### src/rtl/rcd_pkg.sv
package rcd_pkg;

   typedef enum logic [1:0] {
      GM_RUN    = 2'b00,
      GM_BYPASS = 2'b01,
      GM_SPREAD = 2'b10,
      GM_HIZ    = 2'b11
   } gmode_e;

   localparam int NGRP     = 4;
   localparam int GRP_REF  = 0;
   localparam int GRP_MID  = 1;
   localparam int GRP_PCI  = 2;
   localparam int GRP_APIC = 3;

   // period of a group in base cycles; c = base cycles per processor cycle
   function automatic int grp_period(input int grp, input bit fast, input int c);
      case (grp)
         GRP_REF: return 2 * c;
         GRP_MID: return fast ? 2 * c : (3 * c) / 2;
         GRP_PCI: return fast ? 4 * c : 3 * c;
         default: return fast ? 8 * c : 6 * c;
      endcase
   endfunction

   // frame = least common multiple of all periods of one setting
   function automatic int frame_len(input bit fast, input int c);
      return fast ? 8 * c : 6 * c;
   endfunction

   // high phase is the longer half for odd periods
   function automatic int high_len(input int p);
      return p - p / 2;
   endfunction

endpackage

### src/rtl/rcd_seq.sv
module rcd_seq
   import rcd_pkg::*;
#(
   parameter int   C          = 2,
   parameter int   W          = 4,
   parameter logic RESET_FAST = 1'b1
) (
   input  logic clk_i,
   input  logic rst_ni,
   input  logic fast_sel_i,
   output logic fast_q_o,
   output logic wrap_o
);

   localparam logic [W-1:0] LAST_FAST = W'(frame_len(1'b1, C) - 1);
   localparam logic [W-1:0] LAST_SLOW = W'(frame_len(1'b0, C) - 1);

   if (frame_len(1'b1, C) > (1 << W)) begin : g_bad_w
      $error("rcd_seq: W too narrow for frame length");
   end

   logic [W-1:0] frame_q;
   logic         fast_q;

   assign wrap_o   = (frame_q == (fast_q ? LAST_FAST : LAST_SLOW));
   assign fast_q_o = fast_q;

   always_ff @(posedge clk_i or negedge rst_ni) begin
      if (!rst_ni) begin
         frame_q <= '0;
         fast_q  <= RESET_FAST;
      end else if (wrap_o) begin
         frame_q <= '0;
         fast_q  <= fast_sel_i;
      end else begin
         frame_q <= frame_q + 1'b1;
      end
   end

endmodule

### src/rtl/rcd_div.sv
module rcd_div
   import rcd_pkg::*;
#(
   parameter int P_FAST = 4,
   parameter int P_SLOW = 3,
   parameter int W      = 4
) (
   input  logic clk_i,
   input  logic rst_ni,
   input  logic wrap_i,
   input  logic fast_i,
   output logic hi_o
);

   localparam logic [W-1:0] LAST_FAST = W'(P_FAST - 1);
   localparam logic [W-1:0] LAST_SLOW = W'(P_SLOW - 1);
   localparam logic [W-1:0] HIGH_FAST = W'(high_len(P_FAST));
   localparam logic [W-1:0] HIGH_SLOW = W'(high_len(P_SLOW));

   if (P_FAST < 2 || P_SLOW < 2) begin : g_bad_p
      $error("rcd_div: periods must be at least 2");
   end
   if (P_FAST > (1 << W) || P_SLOW > (1 << W)) begin : g_bad_w
      $error("rcd_div: W too narrow for period");
   end

   logic [W-1:0] cnt_q;
   logic [W-1:0] last;

   assign last = fast_i ? LAST_FAST : LAST_SLOW;
   assign hi_o = (cnt_q < (fast_i ? HIGH_FAST : HIGH_SLOW));

   always_ff @(posedge clk_i or negedge rst_ni) begin
      if (!rst_ni)                     cnt_q <= '0;
      else if (wrap_i || cnt_q == last) cnt_q <= '0;
      else                             cnt_q <= cnt_q + 1'b1;
   end

endmodule

### src/rtl/rcd_gate.sv
module rcd_gate #(
   parameter int N = 1
) (
   input  logic         clk_i,
   input  logic         rst_ni,
   input  logic         hi_i,
   input  logic [N-1:0] en_i,
   output logic [N-1:0] q_o
);

   if (N < 1) begin : g_bad_n
      $error("rcd_gate: N must be at least 1");
   end

   logic [N-1:0] gate_q;
   logic [N-1:0] gate_d;

   // the enable is sampled only while the divided phase is low
   for (genvar i = 0; i < N; i++) begin : g_bit
      assign gate_d[i] = hi_i ? gate_q[i] : en_i[i];
   end

   always_ff @(posedge clk_i or negedge rst_ni) begin
      if (!rst_ni) begin
         gate_q <= '0;
         q_o    <= '0;
      end else begin
         gate_q <= gate_d;
         q_o    <= {N{hi_i}} & gate_d;
      end
   end

endmodule

### src/rtl/ratio_clk_div.sv
module ratio_clk_div
   import rcd_pkg::*;
#(
   parameter int   CODE_W     = 4,
   parameter int   MODE_BIT   = 3,
   parameter int   CPU_BASE   = 2,
   parameter int   N_MID      = 3,
   parameter int   N_PCI      = 10,
   parameter int   N_APIC     = 3,
   parameter logic RESET_FAST = 1'b1
) (
   input  logic              clk_i,
   input  logic              rst_ni,
   input  logic [CODE_W-1:0] strap_code_i,
   input  logic [CODE_W-1:0] reg_code_i,
   input  logic              code_src_i,
   input  logic [1:0]        gmode_i,
   input  logic              test_clk_i,
   input  logic              ref_en_i,
   input  logic [N_MID-1:0]  mid_en_i,
   input  logic [N_PCI-1:0]  pci_en_i,
   input  logic [N_APIC-1:0] apic_en_i,
   output logic [CODE_W-1:0] sel_code_o,
   output logic              oe_o,
   output logic              ref_o,
   output logic [N_MID-1:0]  mid_o,
   output logic [N_PCI-1:0]  pci_o,
   output logic [N_APIC-1:0] apic_o
);

   localparam int CNT_W = $clog2(frame_len(1'b1, CPU_BASE));

   if (CPU_BASE < 2 || (CPU_BASE % 2) != 0) begin : g_bad_base
      $error("ratio_clk_div: CPU_BASE must be even and at least 2");
   end
   if (MODE_BIT >= CODE_W) begin : g_bad_bit
      $error("ratio_clk_div: MODE_BIT outside code");
   end
   if (N_MID < 1 || N_PCI < 1 || N_APIC < 1) begin : g_bad_cnt
      $error("ratio_clk_div: each group needs at least one copy");
   end

   gmode_e gm;
   logic   bypass;
   logic   fast_q;
   logic   wrap;
   logic [NGRP-1:0]   hi_grp;
   logic [0:0]        ref_q;
   logic [N_MID-1:0]  mid_q;
   logic [N_PCI-1:0]  pci_q;
   logic [N_APIC-1:0] apic_q;

   assign sel_code_o = code_src_i ? reg_code_i : strap_code_i;
   assign gm         = gmode_e'(gmode_i);
   assign bypass     = (gm == GM_BYPASS);

   rcd_seq #(
      .C          (CPU_BASE),
      .W          (CNT_W),
      .RESET_FAST (RESET_FAST)
   ) u_seq (
      .clk_i      (clk_i),
      .rst_ni     (rst_ni),
      .fast_sel_i (sel_code_o[MODE_BIT]),
      .fast_q_o   (fast_q),
      .wrap_o     (wrap)
   );

   for (genvar g = 0; g < NGRP; g++) begin : g_div
      rcd_div #(
         .P_FAST (grp_period(g, 1'b1, CPU_BASE)),
         .P_SLOW (grp_period(g, 1'b0, CPU_BASE)),
         .W      (CNT_W)
      ) u_div (
         .clk_i  (clk_i),
         .rst_ni (rst_ni),
         .wrap_i (wrap),
         .fast_i (fast_q),
         .hi_o   (hi_grp[g])
      );
   end

   rcd_gate #(.N(1)) u_gate_ref (
      .clk_i (clk_i), .rst_ni (rst_ni), .hi_i (hi_grp[GRP_REF]),
      .en_i  (ref_en_i), .q_o (ref_q)
   );
   rcd_gate #(.N(N_MID)) u_gate_mid (
      .clk_i (clk_i), .rst_ni (rst_ni), .hi_i (hi_grp[GRP_MID]),
      .en_i  (mid_en_i), .q_o (mid_q)
   );
   rcd_gate #(.N(N_PCI)) u_gate_pci (
      .clk_i (clk_i), .rst_ni (rst_ni), .hi_i (hi_grp[GRP_PCI]),
      .en_i  (pci_en_i), .q_o (pci_q)
   );
   rcd_gate #(.N(N_APIC)) u_gate_apic (
      .clk_i (clk_i), .rst_ni (rst_ni), .hi_i (hi_grp[GRP_APIC]),
      .en_i  (apic_en_i), .q_o (apic_q)
   );

   assign ref_o  = bypass ? (test_clk_i & ref_en_i)            : ref_q[0];
   assign mid_o  = bypass ? ({N_MID{test_clk_i}} & mid_en_i)   : mid_q;
   assign pci_o  = bypass ? ({N_PCI{test_clk_i}} & pci_en_i)   : pci_q;
   assign apic_o = bypass ? ({N_APIC{test_clk_i}} & apic_en_i) : apic_q;
   assign oe_o   = (gm != GM_HIZ);

endmodule

### config.mk
export PLATFORM = sky130hd
export DESIGN_NAME = ratio_clk_div
export DESIGN_NICKNAME = d
export VERILOG_FILES = /design/src/rtl/rcd_pkg.sv /design/src/rtl/rcd_seq.sv /design/src/rtl/rcd_div.sv /design/src/rtl/rcd_gate.sv /design/src/rtl/ratio_clk_div.sv
export SDC_FILE = /design/constraint.sdc
export NUM_CORES = 1
export LEC_CHECK = 0
export BUFFER_PORTS_ARGS = -buffer_cell sky130_fd_sc_hd__buf_2
export CAP_MARGIN = 20
export CELL_PAD_IN_SITES_DETAIL_PLACEMENT = 1
export CELL_PAD_IN_SITES_GLOBAL_PLACEMENT = 1
export CORE_ASPECT_RATIO = 1.4
export CORE_MARGIN = 5
export CORE_UTILIZATION = 38
export DETAILED_ROUTE_END_ITERATION = 6
export PLACE_DENSITY = 0.85
export SYNTH_ARGS = -nofsm -noshare
export SYNTH_HDL_FRONTEND = slang
export SYNTH_SLANG_ARGS = --single-unit
### constraint.sdc
create_clock -name clk_i -period 1.99 [get_ports clk_i]
set_input_delay 0.199 -clock clk_i [delete_from_list [all_inputs] [get_ports clk_i]]
set_output_delay 0.199 -clock clk_i [all_outputs]
set_load 0.1 [all_outputs]
==> run metrics <==
DIE WIDTH 78.72 um; VDD IR max 569.4 uV; RSZ-0062 raised after global routing true; Final Critical Period 2.037 ns; clk root buf clkbuf_8; relative slew slack 53.83%; total power 5.825 mW; initial core utilization 38.50%; worst hold path class input port to asynchronous set/reset pin; global-route wire length before repair 9087 um; setup ws final -0.04716 ns; CTS Sinks 55; # DRC 0; Worst Path Required 2.18 ns; Critical Path End Type flip-flop; placed cell count 351; Total Wirelength 5770 um; average vias per placed instance 5.163; clk slew on worst S/H paths 0.10 ns; WL per Instance 15.90 um; CORE AREA 0.006525 mm2; fill count 694; hold_buf cts 0; CP Class flip-flop to flip-flop; Top Ports 53; worst-case clock skew 0.004256 ns; Pwr Density 1749 mW/mm2; failing checks negative setup slack; initial antenna violation count 0; Worst path max stage delay 0.58 ns; All-Layer GR Usage 13.62%; Port Buf Inserts 52; Detailed Route Iter0 Violations 68; status complete, but fails checks; P_leak 1.594 nW; GRT met1 Usage 16.04%; via count 1874; P&R area growth vs syn 32.57%; Mapped Cells 229; worst skew pair latency 0.31 ns; first-pass detailed-route iteration total 4; layout net count 328; f_max 490.9 MHz; sequential fraction of the synthesis area 54.83%; Slew Viols, Final 0; GRT busiest layer met2; die area 0.008361 mm2; CP arrival 2.23 ns; Mapped Area 0.002512 mm2; number of buffers created by CTS 5; Final HPWL DP 4115 um; Synthesized Nets 269; #FFs+latches synth 55; total of max-cap violations 0; Remaining Overflow, GRT 0; final setup fails 5; met3 usage 2.712%; Site Rows 35; post-route non-filler standard cell count 363; vias in the first global route 1947; final period utilization 102.4%; pin count of the biggest net entering global routing 56; gpl congestion 0.6996; Worst Path Buf+Inv 3; Mapped Avg Cell Area 10.97 um2; Cell variety after synth 36; crit path max-delay cell type dfstp_2; crit-path leading delay family flip-flops; post-route ant nets 0; H-tree lvl count 2; hold violation count in the final report 0; Ys Warns 0; Max Buffers Root-to-Sink 2; cells along the critical path inv_2 > ha_4 > a2111oi_4 > buf_4 > clkbuf_16 > mux2_2; Worst Tran Pin Value 0.6925 ns; Diodes inserted 0; DIE HEIGHT 106.2 um; crit path max fanout 5; layout cells sized above 1 35.64%; Critical Path Start Type flip-flop; CTS tree done; met2 Usage GRT 24.61%
final timing paths:
kind / endpoint / start / depth (start not counted) / slack, ns
max in group asynchronous: g_div[1].u_div.cnt_q[2] / rst_ni / 2 / 1.52
max: u_gate_pci.gate_q[8] / u_seq.fast_q_o / 6 / -0.05
min: u_gate_pci.q_o[5] / rst_ni / 2 / 0.009
min reg2reg: u_seq.frame_q[0] / u_seq.frame_q[0] / 1 / 0.48
max reg2reg: u_gate_pci.gate_q[8] / u_seq.fast_q_o / 6 / -0.05
min in group clk_i: u_gate_apic.gate_q[2] / apic_en_i[2] / 2 / 0.11
layout make-up:
type,count,area (um2),share of cell area (%)
inverters,5,18.77,0.5635
clock inverters,3,18.77,0.5635
repair buffers,64,644.4,19.35
multi-input cells,157,1110,33.32
clock buffers,5,68.82,2.066
flip-flops and latches,55,1378,41.36
well taps,74,92.59,2.780
power by group:
| group | internal, mW | total [mW] | leakage, nW | switching, mW |
|---|---|---|---|---|
| combinational | 1.58 | 3.39 | 0.873 | 1.82 |
| sequential | 1.55 | 1.81 | 0.673 | 0.258 |
| clock | 0.249 | 0.620 | 0.0483 | 0.371 |
cells in the mapped netlist:
master	count	share of area [%]
buf_4	1	0.30
xnor2_1	4	1.4
nand2b_1	4	1.0
nor4b_1	1	0.35
and3_1	4	1.0
or2_2	1	0.25
mux2_1	1	0.45
o21ai_0	17	3.4
a2111oi_4	1	1.1
nor2b_1	4	1.0
mux2i_1	1	0.40
mux2_2	17	7.6
o211a_1	1	0.40
and2_1	13	3.2
inv_1	5	0.75
nor3b_1	1	0.30
nor3_1	1	0.20
or3b_2	1	0.35
dfstp_2	1	1.0
dfrtp_1	54	54
a311oi_1	3	1.0
nand3_1	5	1.0
o211ai_1	1	0.30
a211oi_1	4	1.2
a21oi_1	5	1.0
nand3b_1	3	0.90
buf_6	2	0.90
xor2_1	3	1.0
clkbuf_1	6	0.90
a21o_1	3	0.90
nand2_1	37	5.5
nor2_1	11	1.6
clkbuf_2	1	0.20
buf_2	2	0.40
o31ai_1	1	0.30
ha_1	9	4.5
cells by family after synthesis:
group	synth area share, %
compound gates	9.612
xor+xnor	2.440
fa+ha+maj	4.482
buf+inv	3.436
flops	54.83
mux	8.466
simple gates	16.73
state kept, by name (all words and copies together) (netlist names):
| register | flops |
|---|---|
| u_gate_pci.gate_q | 10 |
| u_gate_mid.gate_q | 3 |
| u_gate_ref.gate_q | 1 |
| g_div.u_div.cnt_q | 16 |
| u_gate_ref.q_o | 1 |
| u_seq.frame_q | 4 |
| u_seq.fast_q_o | 1 |
| u_gate_apic.q_o | 3 |
| u_gate_mid.q_o | 3 |
| u_gate_pci.q_o | 10 |
| u_gate_apic.gate_q | 3 |
stage by stage:
| step | util [%] | TNS, ns | hold slack, ns | cell area, um2 | setup WS (ns) |
|---|---|---|---|---|---|
| final | 51.05 | -0.09318 | 0.008532 | 3331 | -0.04716 |
| after detailed placement | 48.55 | 0 | 0.3771 | 3168 | 0.04462 |
| after floorplan | - | -2.992 | -0.09659 | 2555 | -0.3374 |
| after global routing | 51.05 | -0.4802 | 0.07571 | 3331 | -0.09459 |
| after global placement | 48.55 | 0 | 0.3634 | 3168 | 0.09124 |
| after CTS | 49.89 | 0 | 0.03836 | 3256 | 0.02788 |
layout by cell type, fill, tap and decap left out, drive strengths merged, types with 2 or more instances in the layout:
cell type / n
a21oi: 5
clkinv: 2
inv: 6
and2: 13
a21o: 3
xnor2: 4
dfrtp: 54
nand3b: 3
clkbuf: 7
o21ai: 17
nor2: 11
nand2b: 4
mux2: 18
buf: 62
a311oi: 3
nor2b: 4
a211oi: 4
xor2: 3
nand3: 5
ha: 9
nand2: 37
and3: 4
per-layer routing:
metal,wire [um],vias to the layer above
met5,0,-
met4,80,0
met3,255,7
met2,3101,51
met1,2332,922
li1,-,894
what timing repair did:
item,in CTS,in global routing
endpoints found under the setup margin,0,10
buffers inserted,0,2
gates resized for setup,0,7
No activity file was read; power rests on OpenSTA's default activity.
